--- src/rtl/alarm_tx_pkg.sv ---
package alarm_tx_pkg;
  localparam int REG_DW = 8;
  localparam int REG_AW = 2;

  localparam logic [REG_AW-1:0] A_BLKEN = 2'd0;
  localparam logic [REG_AW-1:0] A_CTRL  = 2'd1;
  localparam logic [REG_AW-1:0] A_CODE  = 2'd2;

  // control register bit positions (software decodes these)
  localparam int C_IRQ_EN = 4;
  localparam int C_STATUS = 3;
  localparam int C_FN_EN  = 2;
  localparam int C_GO     = 1;
  localparam int C_BUSY   = 0;

  // block enable register bit positions
  localparam int B_RX  = 7;
  localparam int B_MUX = 4;
  localparam int B_TX  = 1;
  localparam int B_SEC = 0;

  typedef struct packed {
    logic irq_en;
    logic fn_en;
    logic go;
  } ctrl_t;

  typedef struct packed {
    logic rx;
    logic mux;
    logic tx;
    logic sec;
  } blken_t;
endpackage

--- src/rtl/alarm_tx_regs.sv ---
module alarm_tx_regs
  import alarm_tx_pkg::*;
#(
  parameter int CODE_W = 6
) (
  input  logic              clk,
  input  logic              rst_n,
  input  logic [REG_AW-1:0] addr,
  input  logic [REG_DW-1:0] wdata,
  input  logic              wr,
  input  logic              rd,
  output logic [REG_DW-1:0] rdata,
  input  logic              busy,
  input  logic              done,
  output logic              start,
  output logic              abort,
  output logic [CODE_W-1:0] code,
  output logic              status,
  output logic              src_irq_en,
  output logic              blk_tx_en
);
  ctrl_t             ctrl_q;
  blken_t            blk_q;
  logic [CODE_W-1:0] code_q;
  logic              status_q;

  logic wr_ctrl, rd_ctrl;
  assign wr_ctrl = wr && (addr == A_CTRL);
  assign rd_ctrl = rd && (addr == A_CTRL);

  assign start = wr_ctrl && wdata[C_FN_EN] && wdata[C_GO] && !busy;
  assign abort = wr_ctrl && !wdata[C_FN_EN] && busy;

  always_ff @(posedge clk or negedge rst_n) begin
    if (!rst_n) begin
      ctrl_q <= '0;
      blk_q  <= '0;
      code_q <= '0;
    end else if (wr) begin
      unique case (addr)
        A_BLKEN: blk_q <= '{rx: wdata[B_RX], mux: wdata[B_MUX],
                            tx: wdata[B_TX], sec: wdata[B_SEC]};
        A_CTRL:  ctrl_q <= '{irq_en: wdata[C_IRQ_EN], fn_en: wdata[C_FN_EN],
                             go: wdata[C_GO]};
        A_CODE:  code_q <= wdata[CODE_W-1:0];
        default: ;
      endcase
    end
  end

  // completion wins over a simultaneous clearing read
  always_ff @(posedge clk or negedge rst_n) begin
    if (!rst_n)       status_q <= 1'b0;
    else if (done)    status_q <= 1'b1;
    else if (rd_ctrl) status_q <= 1'b0;
  end

  always_comb begin
    rdata = '0;
    unique case (addr)
      A_BLKEN: begin
        rdata[B_RX]  = blk_q.rx;
        rdata[B_MUX] = blk_q.mux;
        rdata[B_TX]  = blk_q.tx;
        rdata[B_SEC] = blk_q.sec;
      end
      A_CTRL: begin
        rdata[C_IRQ_EN] = ctrl_q.irq_en;
        rdata[C_STATUS] = status_q;
        rdata[C_FN_EN]  = ctrl_q.fn_en;
        rdata[C_GO]     = ctrl_q.go;
        rdata[C_BUSY]   = busy;
      end
      A_CODE:  rdata[CODE_W-1:0] = code_q;
      default: ;
    endcase
  end

  assign code       = code_q;
  assign status     = status_q;
  assign src_irq_en = ctrl_q.irq_en;
  assign blk_tx_en  = blk_q.tx;
endmodule

--- src/rtl/alarm_tx_serializer.sv ---
module alarm_tx_serializer #(
  parameter int CODE_W  = 6,
  parameter int WORD_W  = 16,
  parameter int REPEATS = 10
) (
  input  logic              clk,
  input  logic              rst_n,
  input  logic              start,
  input  logic              abort,
  input  logic [CODE_W-1:0] code,
  input  logic              tx_ready,
  output logic              tx_valid,
  output logic              tx_data,
  output logic              busy,
  output logic              done
);
  localparam int IDX_W = $clog2(WORD_W);
  localparam int REP_W = $clog2(REPEATS + 1);
  localparam int FLAG_W = WORD_W - CODE_W - 2;

  logic [WORD_W-1:0] word_n, word_q, sh_q;
  logic [IDX_W-1:0]  idx_q;
  logic [REP_W-1:0]  rep_q;
  logic              active_q;
  logic              beat, last_bit, last_rep;

  // 0, code MSB first, 0, then a run of ones
  always_comb begin
    word_n = '1;
    word_n[WORD_W-1] = 1'b0;
    word_n[FLAG_W]   = 1'b0;
    for (int i = 0; i < CODE_W; i++)
      word_n[WORD_W-2-i] = code[CODE_W-1-i];
  end

  assign beat     = active_q && tx_ready;
  assign last_bit = (idx_q == IDX_W'(WORD_W - 1));
  assign last_rep = (rep_q == REP_W'(REPEATS - 1));
  assign done     = beat && last_bit && last_rep && !abort;

  always_ff @(posedge clk or negedge rst_n) begin
    if (!rst_n) begin
      active_q <= 1'b0;
      word_q   <= '1;
      sh_q     <= '1;
      idx_q    <= '0;
      rep_q    <= '0;
    end else if (abort) begin
      active_q <= 1'b0;
    end else if (start) begin
      active_q <= 1'b1;
      word_q   <= word_n;
      sh_q     <= word_n;
      idx_q    <= '0;
      rep_q    <= '0;
    end else if (beat) begin
      if (last_bit) begin
        idx_q <= '0;
        sh_q  <= word_q;
        if (last_rep) active_q <= 1'b0;
        else          rep_q    <= rep_q + 1'b1;
      end else begin
        idx_q <= idx_q + 1'b1;
        sh_q  <= {sh_q[WORD_W-2:0], 1'b1};
      end
    end
  end

  assign tx_valid = active_q;
  assign tx_data  = active_q ? sh_q[WORD_W-1] : 1'b1;
  assign busy     = active_q;
endmodule

--- src/rtl/alarm_tx_irq.sv ---
module alarm_tx_irq (
  input  logic status,
  input  logic src_en,
  input  logic blk_en,
  output logic irq
);
  assign irq = status && src_en && blk_en;
endmodule

--- src/rtl/alarm_code_tx.sv ---
module alarm_code_tx
  import alarm_tx_pkg::*;
#(
  parameter int CODE_W  = 6,
  parameter int WORD_W  = 16,
  parameter int REPEATS = 10
) (
  input  logic              clk,
  input  logic              rst_n,
  input  logic [REG_AW-1:0] reg_addr,
  input  logic [REG_DW-1:0] reg_wdata,
  input  logic              reg_wr,
  input  logic              reg_rd,
  output logic [REG_DW-1:0] reg_rdata,
  input  logic              tx_ready,
  output logic              tx_valid,
  output logic              tx_data,
  output logic              irq
);
  logic              busy, done, start, abort;
  logic              status, src_irq_en, blk_tx_en;
  logic [CODE_W-1:0] code;

  alarm_tx_regs #(.CODE_W(CODE_W)) u_regs (
    .clk(clk), .rst_n(rst_n), .addr(reg_addr), .wdata(reg_wdata),
    .wr(reg_wr), .rd(reg_rd), .rdata(reg_rdata), .busy(busy), .done(done),
    .start(start), .abort(abort), .code(code), .status(status),
    .src_irq_en(src_irq_en), .blk_tx_en(blk_tx_en)
  );

  alarm_tx_serializer #(.CODE_W(CODE_W), .WORD_W(WORD_W), .REPEATS(REPEATS)) u_ser (
    .clk(clk), .rst_n(rst_n), .start(start), .abort(abort), .code(code),
    .tx_ready(tx_ready), .tx_valid(tx_valid), .tx_data(tx_data),
    .busy(busy), .done(done)
  );

  alarm_tx_irq u_irq (
    .status(status), .src_en(src_irq_en), .blk_en(blk_tx_en), .irq(irq)
  );
endmodule

--- config.mk ---
export PLATFORM = sky130hd
export DESIGN_NAME = alarm_code_tx
export DESIGN_NICKNAME = d
export VERILOG_FILES = /design/src/rtl/alarm_tx_pkg.sv /design/src/rtl/alarm_tx_regs.sv /design/src/rtl/alarm_tx_serializer.sv /design/src/rtl/alarm_tx_irq.sv /design/src/rtl/alarm_code_tx.sv
export SDC_FILE = /design/constraint.sdc
export NUM_CORES = 1
export LEC_CHECK = 0
export CAP_MARGIN = 10
export CORE_ASPECT_RATIO = 1.4
export CORE_MARGIN = 5
export CORE_UTILIZATION = 49
export DETAILED_ROUTE_END_ITERATION = 16
export GPL_TIMING_DRIVEN = 0
export PLACE_DENSITY = 0.71
export SKIP_LAST_GASP = 1
export SLEW_MARGIN = 30
export SYNTH_ARGS = -nofsm -noshare
export SYNTH_HDL_FRONTEND = slang
export SYNTH_SLANG_ARGS = --single-unit
--- constraint.sdc ---
create_clock -name clk -period 1.5 [get_ports clk]
set_input_delay 0.45 -clock clk [delete_from_list [all_inputs] [get_ports clk]]
set_output_delay 0.45 -clock clk [all_outputs]
set_load 0.05 [all_outputs]
Word level (Yosys, flattened, before mapping) --
Cells that the tools add are included.
Word-level totals: bits in registers 47, bits of input ports 15, output and inout bits 11, logic and storage cells 75
Cells by class: add/subtract/negate cells 2, equal/unequal tests 5, multiplexer cells 23, bitwise gates (word level) 1, reductions and logical operators 30
Operators by type and width (count):
- $mux W16 | 3
- $mux W4 | 7
- $logic_and A1 B1 Y1 | 13
- $mux W1 | 10
- $reduce_and A2 Y1 | 5
- $reduce_bool A3 Y1 | 3
- $add A4 B1 Y4 const B | 2
- $eq A4 B4 Y1 const B | 2
- $pmux W2 S3 | 1
- $reduce_bool A2 Y1 | 3
- $pmux W2 S2 | 1
- $reduce_and A4 Y1 | 1
- $logic_not A1 Y1 | 3
- $pmux W1 S3 | 1
- $reduce_and A3 Y1 | 1
- $eq A2 B1 Y1 const B | 1
- $eq A2 B2 Y1 const B | 1
- $logic_not A2 Y1 | 1
- $ne A2 B2 Y1 const B | 1
- $not A1 Y1 | 1

Longest topological paths before layout --
depth after elaboration 7, mapped depth 8, depth with buffers taken out 6

By module --
Synthesis repeated with hierarchy kept, for this count alone.
Second synthesis, totals: cell total of the unflattened synthesis 174, area, all modules 1915.6 um2
Modules (own cells, without submodules):
- alarm_tx_serializer | instances 1, cells an instance 118, area an instance 1221.2 um2, seq. area each 619.3 um2
- alarm_tx_regs | instances 1, cells an instance 55, area an instance 688.2 um2, seq. area each 350.3 um2
- alarm_tx_irq | instances 1, cells an instance 1, area an instance 6.3 um2, seq. area each 0.0 um2

Worst setup path after synthesis --
Ideal clock, no wire load.
kind input port to output port, from input port reg_addr[1], to output port reg_rdata[2], data arrival time 1.572 ns, data required time 1.050 ns, slack -0.522 ns, cell stages on the path 5, path buffers 1, cell sequence inv_1 -> ha_1 -> buf_6 -> a22oi_1 -> nor2b_1
On the way: longest elaborated chain between the ends 2, elaborated cells on any way between the ends 3, classes of those cells eq/ne (2); mux (1)
RTL lines:
- start, declared | RTL line alarm_code_tx.sv:10 | input logic [REG_AW-1:0] reg_addr,
- $eq A2 B2 Y1 or $eq A2 B1 Y1 (tied branches) | RTL line alarm_tx_regs.sv:60 | unique case (addr)
- $pmux W2 S2 * | RTL line alarm_tx_regs.sv:60
- end, declared | RTL line alarm_code_tx.sv:14 | output logic [REG_DW-1:0] reg_rdata,
Mark *: on every way between the ends. The rest lies on a longest branch, timed or not.

Worst setup path in the final report --
from register u_ser.active_q, in the netlist u_ser.busy, to output port reg_rdata[0]
On the way: longest elaborated chain between the ends 1
RTL lines:
- start, declared | RTL line alarm_tx_serializer.sv:24 | logic active_q;
- start signal, assigned | RTL line alarm_tx_serializer.sv:43 | active_q <= 1'b0;
- start signal, assigned | RTL line alarm_tx_serializer.sv:49 | active_q <= 1'b0;
- start signal, assigned | RTL line alarm_tx_serializer.sv:51 | active_q <= 1'b1;
- $pmux W2 S3 | RTL line alarm_tx_regs.sv:60
Every way passes these cells.

==> results.yml <==
synth:
  ys.flop_type: "dfrtp_1"
  yosys.area_share.simple_pct: 21.3
  ys_seq_area_share_pct: 51.2
  synthAdderAreaFrac_pct: 4.63
  synth_compound_area_share_pct: 9.65
  ys_ff_latch: 38
  synth-xor-area-share_pct: 0.925
  synthMuxAreaShare_pct: 8.79
  synth_top_family_by_area: "simple AND/OR/NAND/NOR gates"
  syn-num-nets: 204
  synth_area_per_cell_um2: 10.4
  synthesis.area_mm2: 0.00189
  syn_inst: 182
  ys_async_sr_fraction_pct: 100
  synth.yosys.warnings: 0
  synth-edff-count: 0
  ys_types: 40
clock_network:
  clkTransAtPathRegs_ns: 0.07
  cts_tree: "done"
  h-tree-depth: 2
  root_buffer: "clkbuf_8"
  insertion_delay_ns: 0.29
  clkSinkCount: 38
  cts_buffer_depth: 2
  cts-hold-fix-buffers: 0
  cts_buffers: 5
sta:
  hold_viol: 0
  holdWs_ns: 0.0130
  max_freq_mhz: 522
  min_period_ns: 1.92
  slew_viol_final: 0
  finalSetupViolations: 30
  finClkSkew_ns: 0.00369
  grt_setup_unrepaired: "yes"
  postLayoutSetupSlackWorst_ns: -0.417
  finalCritPeriodShare_pct: 128
worst_setup_path:
  rrSetupSlack_ns: -0.17
  reg2reg_depth: 6
  path_delay_family: "flip-flops"
  cp.required_ns: 1.05
  crit_path_max_fanout: 7
  end_kind: "primary output"
  critPathKind: "register to primary output"
  cpPeakStageDelay_ns: 0.51
  path_buf_inv: 1
  worstReg2RegEnd: "u_ser.rep_q[0]"
  crit_path_cell_trace: "a222oi_1 > nor2_4 > buf_8"
  worstSetupStartpointType: "register"
  cpMaxStageDelayCell: "dfrtp_2"
  cp.arrival_ns: 1.47
  regToRegStartpoint: "u_ser.rep_q[0]"
finish:
  fin_nets: 254
  n_fill_cell: 241
  areaGrowthSynthToFinish_pct: 49.4
  drive_gt1_share_pct: 52.8
  diodes: 0
global_route:
  antenna_found_initial: 0
  grt_util_all_layers_pct: 19.4
  grt_pass1_vias: 1763
  grt_max_degree: 30
  grt.overflow.total: 0
  grt_pass1_wl_um: 8250
run_status:
  status: "finished with violations"
  violations: "setup timing"
route:
  ant_nets: 0
  drt-total-wl_um: 4920
  drt-initial-drc-count: 103
  wl_per_cell_um: 17.9
  num_vias: 1563
  via_per_inst: 5.68
  dr.pass1.iters: 4
  drcViolationCount: 0
placement:
  place_ws_ns: -1.60
  hpwl_um: 3140
  gp_congestion: 0.808
  io_buffers: 23
die:
  ios: 26
  die_h_um: 83.5
  core_area_mm2: 0.00371
  rows: 26
  die-area_mm2: 0.00522
  die_x_um: 62.5
  start_util_pct: 51.0
power_and_ir_drop:
  power_density_mw_per_mm2: 1330
  ir_drop_v: 0.00113
  p_leak_uw: 0.00125
hold_path:
  holdCritPathClass: "primary input to asynchronous set/reset pin"
run:
  cap_violations: 0
[cells in the mapped netlist (all sizes together), types with 2 or more instances]
master	instances	area (µm²)
o21ai	12	60.1
and3	8	50.1
nor2b	3	18.8
ha	7	87.6
a211oi	2	15.0
a21oi	2	10.0
and3b	2	21.3
a22oi	2	15.0
buf	4	31.3
xnor2	2	17.5
mux2i	2	20.0
nand3	3	20.0
and2	4	25.0
dfstp	15	394
nand2	41	154
nor3	2	10.0
nand4	3	18.8
clkbuf	3	11.3
nor2	9	33.8
mux2	13	146
inv	5	18.8
dfrtp	23	576
a222oi	3	30.0
[routing by layer]
layer  up-vias  global-route usage [%]  share of wire (%)
li1        733                       -                  -
met1       784                    21.1                 38
met2        39                    34.4                 57
met3         7                    4.72                3.9
met4         0                    9.65                1.3
met5         -                       0                  0
[cell families after synthesis]
| family | after synthesis |
|---|---|
| AOI/OAI and AO/OA | 27 |
| xor gates and xnor gates | 2 |
| adders and majority gates | 7 |
| buffers and inverters | 12 |
| DFF | 38 |
| muxes | 15 |
| other | 1 |
| and+or+nand+nor | 80 |
[state kept, by name, summed over array words and instances (netlist names)]
name               flops
u_ser.sh_q             8
u_ser.word_q           7
u_regs.code            6
u_ser.idx_q            4
u_ser.rep_q            4
u_regs.blk_q           3
u_regs.ctrl_q          2
u_regs.blk_tx_en       1
u_regs.src_irq_en      1
u_regs.status          1
u_ser.busy             1
[layout by cell type, fill, tap and decap left out, types with 2 or more instances in the layout]
cell,n
bufinv_16,2
a22oi_2,2
buf_4,17
dfrtp_1,22
nor2b_4,2
and2_4,3
nand4_1,3
clkbuf_8,7
nor2_4,4
ha_4,4
nor2_1,4
inv_1,3
buf_8,10
o21ai_1,4
and3_1,5
o21ai_2,4
mux2i_1,2
buf_6,8
mux2_2,13
buf_12,2
nand2_2,2
ha_1,2
o21ai_0,4
dfstp_2,15
a222oi_1,3
clkdlybuf4s50_1,7
nand2_1,39
and3_4,3
dlygate4sd2_1,3
[worst register-to-register path, cell delays in order, from the launching register on]
cell and delay, ns:
dfrtp_1 0.40, ha_2 0.19, and3b_2 0.22, nor4_4 0.41
buf_4 0.19, xnor2_2 0.10, nor2_1 0.06
[worst max-delay path by stage]
stage / from / to / slack, ns / cells past startpoint
after floorplan: reg_addr[1] / reg_rdata[0] / -0.19 / 5
after global placement: reg_addr[1] / reg_rdata[0] / -1.61 / 7
after detailed placement: reg_addr[1] / reg_rdata[0] / -1.60 / 7
after CTS: reg_addr[1] / reg_rdata[0] / -0.40 / 7
after global routing: u_ser.busy / reg_rdata[0] / -0.47 / 3
final: u_ser.busy / reg_rdata[0] / -0.42 / 3
[power by group]
group	switching [µW]	internal (µW)	total, µW
Clock	368	709	1080
Sequential	223	1390	1610
Combinational	523	535	1060
Total	1110	2630	3750
[stage by stage]
| step | instances | TNS [ns] | util, % | power, µW | instance area [µm²] |
|---|---|---|---|---|---|
| final | 275 | -3.31 | 76.2 | 3750 | 2830 |
| after global routing | 275 | -4.57 | 76.2 | 3940 | 2830 |
| after CTS | 272 | -3.08 | 73.4 | 3620 | 2720 |
| after detailed placement | 248 | -41.21 | 62.1 | 2360 | 2300 |
| after global placement | 247 | -66.09 | 61.7 | 2310 | 2290 |
| after floorplan | 182 | -0.805 | - | 2090 | 2010 |
[area by class of cell]
class | instances | area (µm²) | area share, %
well taps | 42 | 52.6 | 1.86
flip-flops and latches | 38 | 971 | 34.3
inverters | 5 | 36.3 | 1.28
multi-input cells | 132 | 1090 | 38.7
clock inverters | 2 | 60.1 | 2.12
clock buffers | 6 | 82.6 | 2.92
plain buffers | 6 | 70.1 | 2.48
repair buffers | 44 | 460 | 16.3
[what timing repair did]
item	in CTS	in global routing
endpoints found under the setup margin	48	27
pin swaps	16	13
resized for setup	122	25
setup buffers	15	3
cloned	2	0
(Power assumes the default switching activity.)
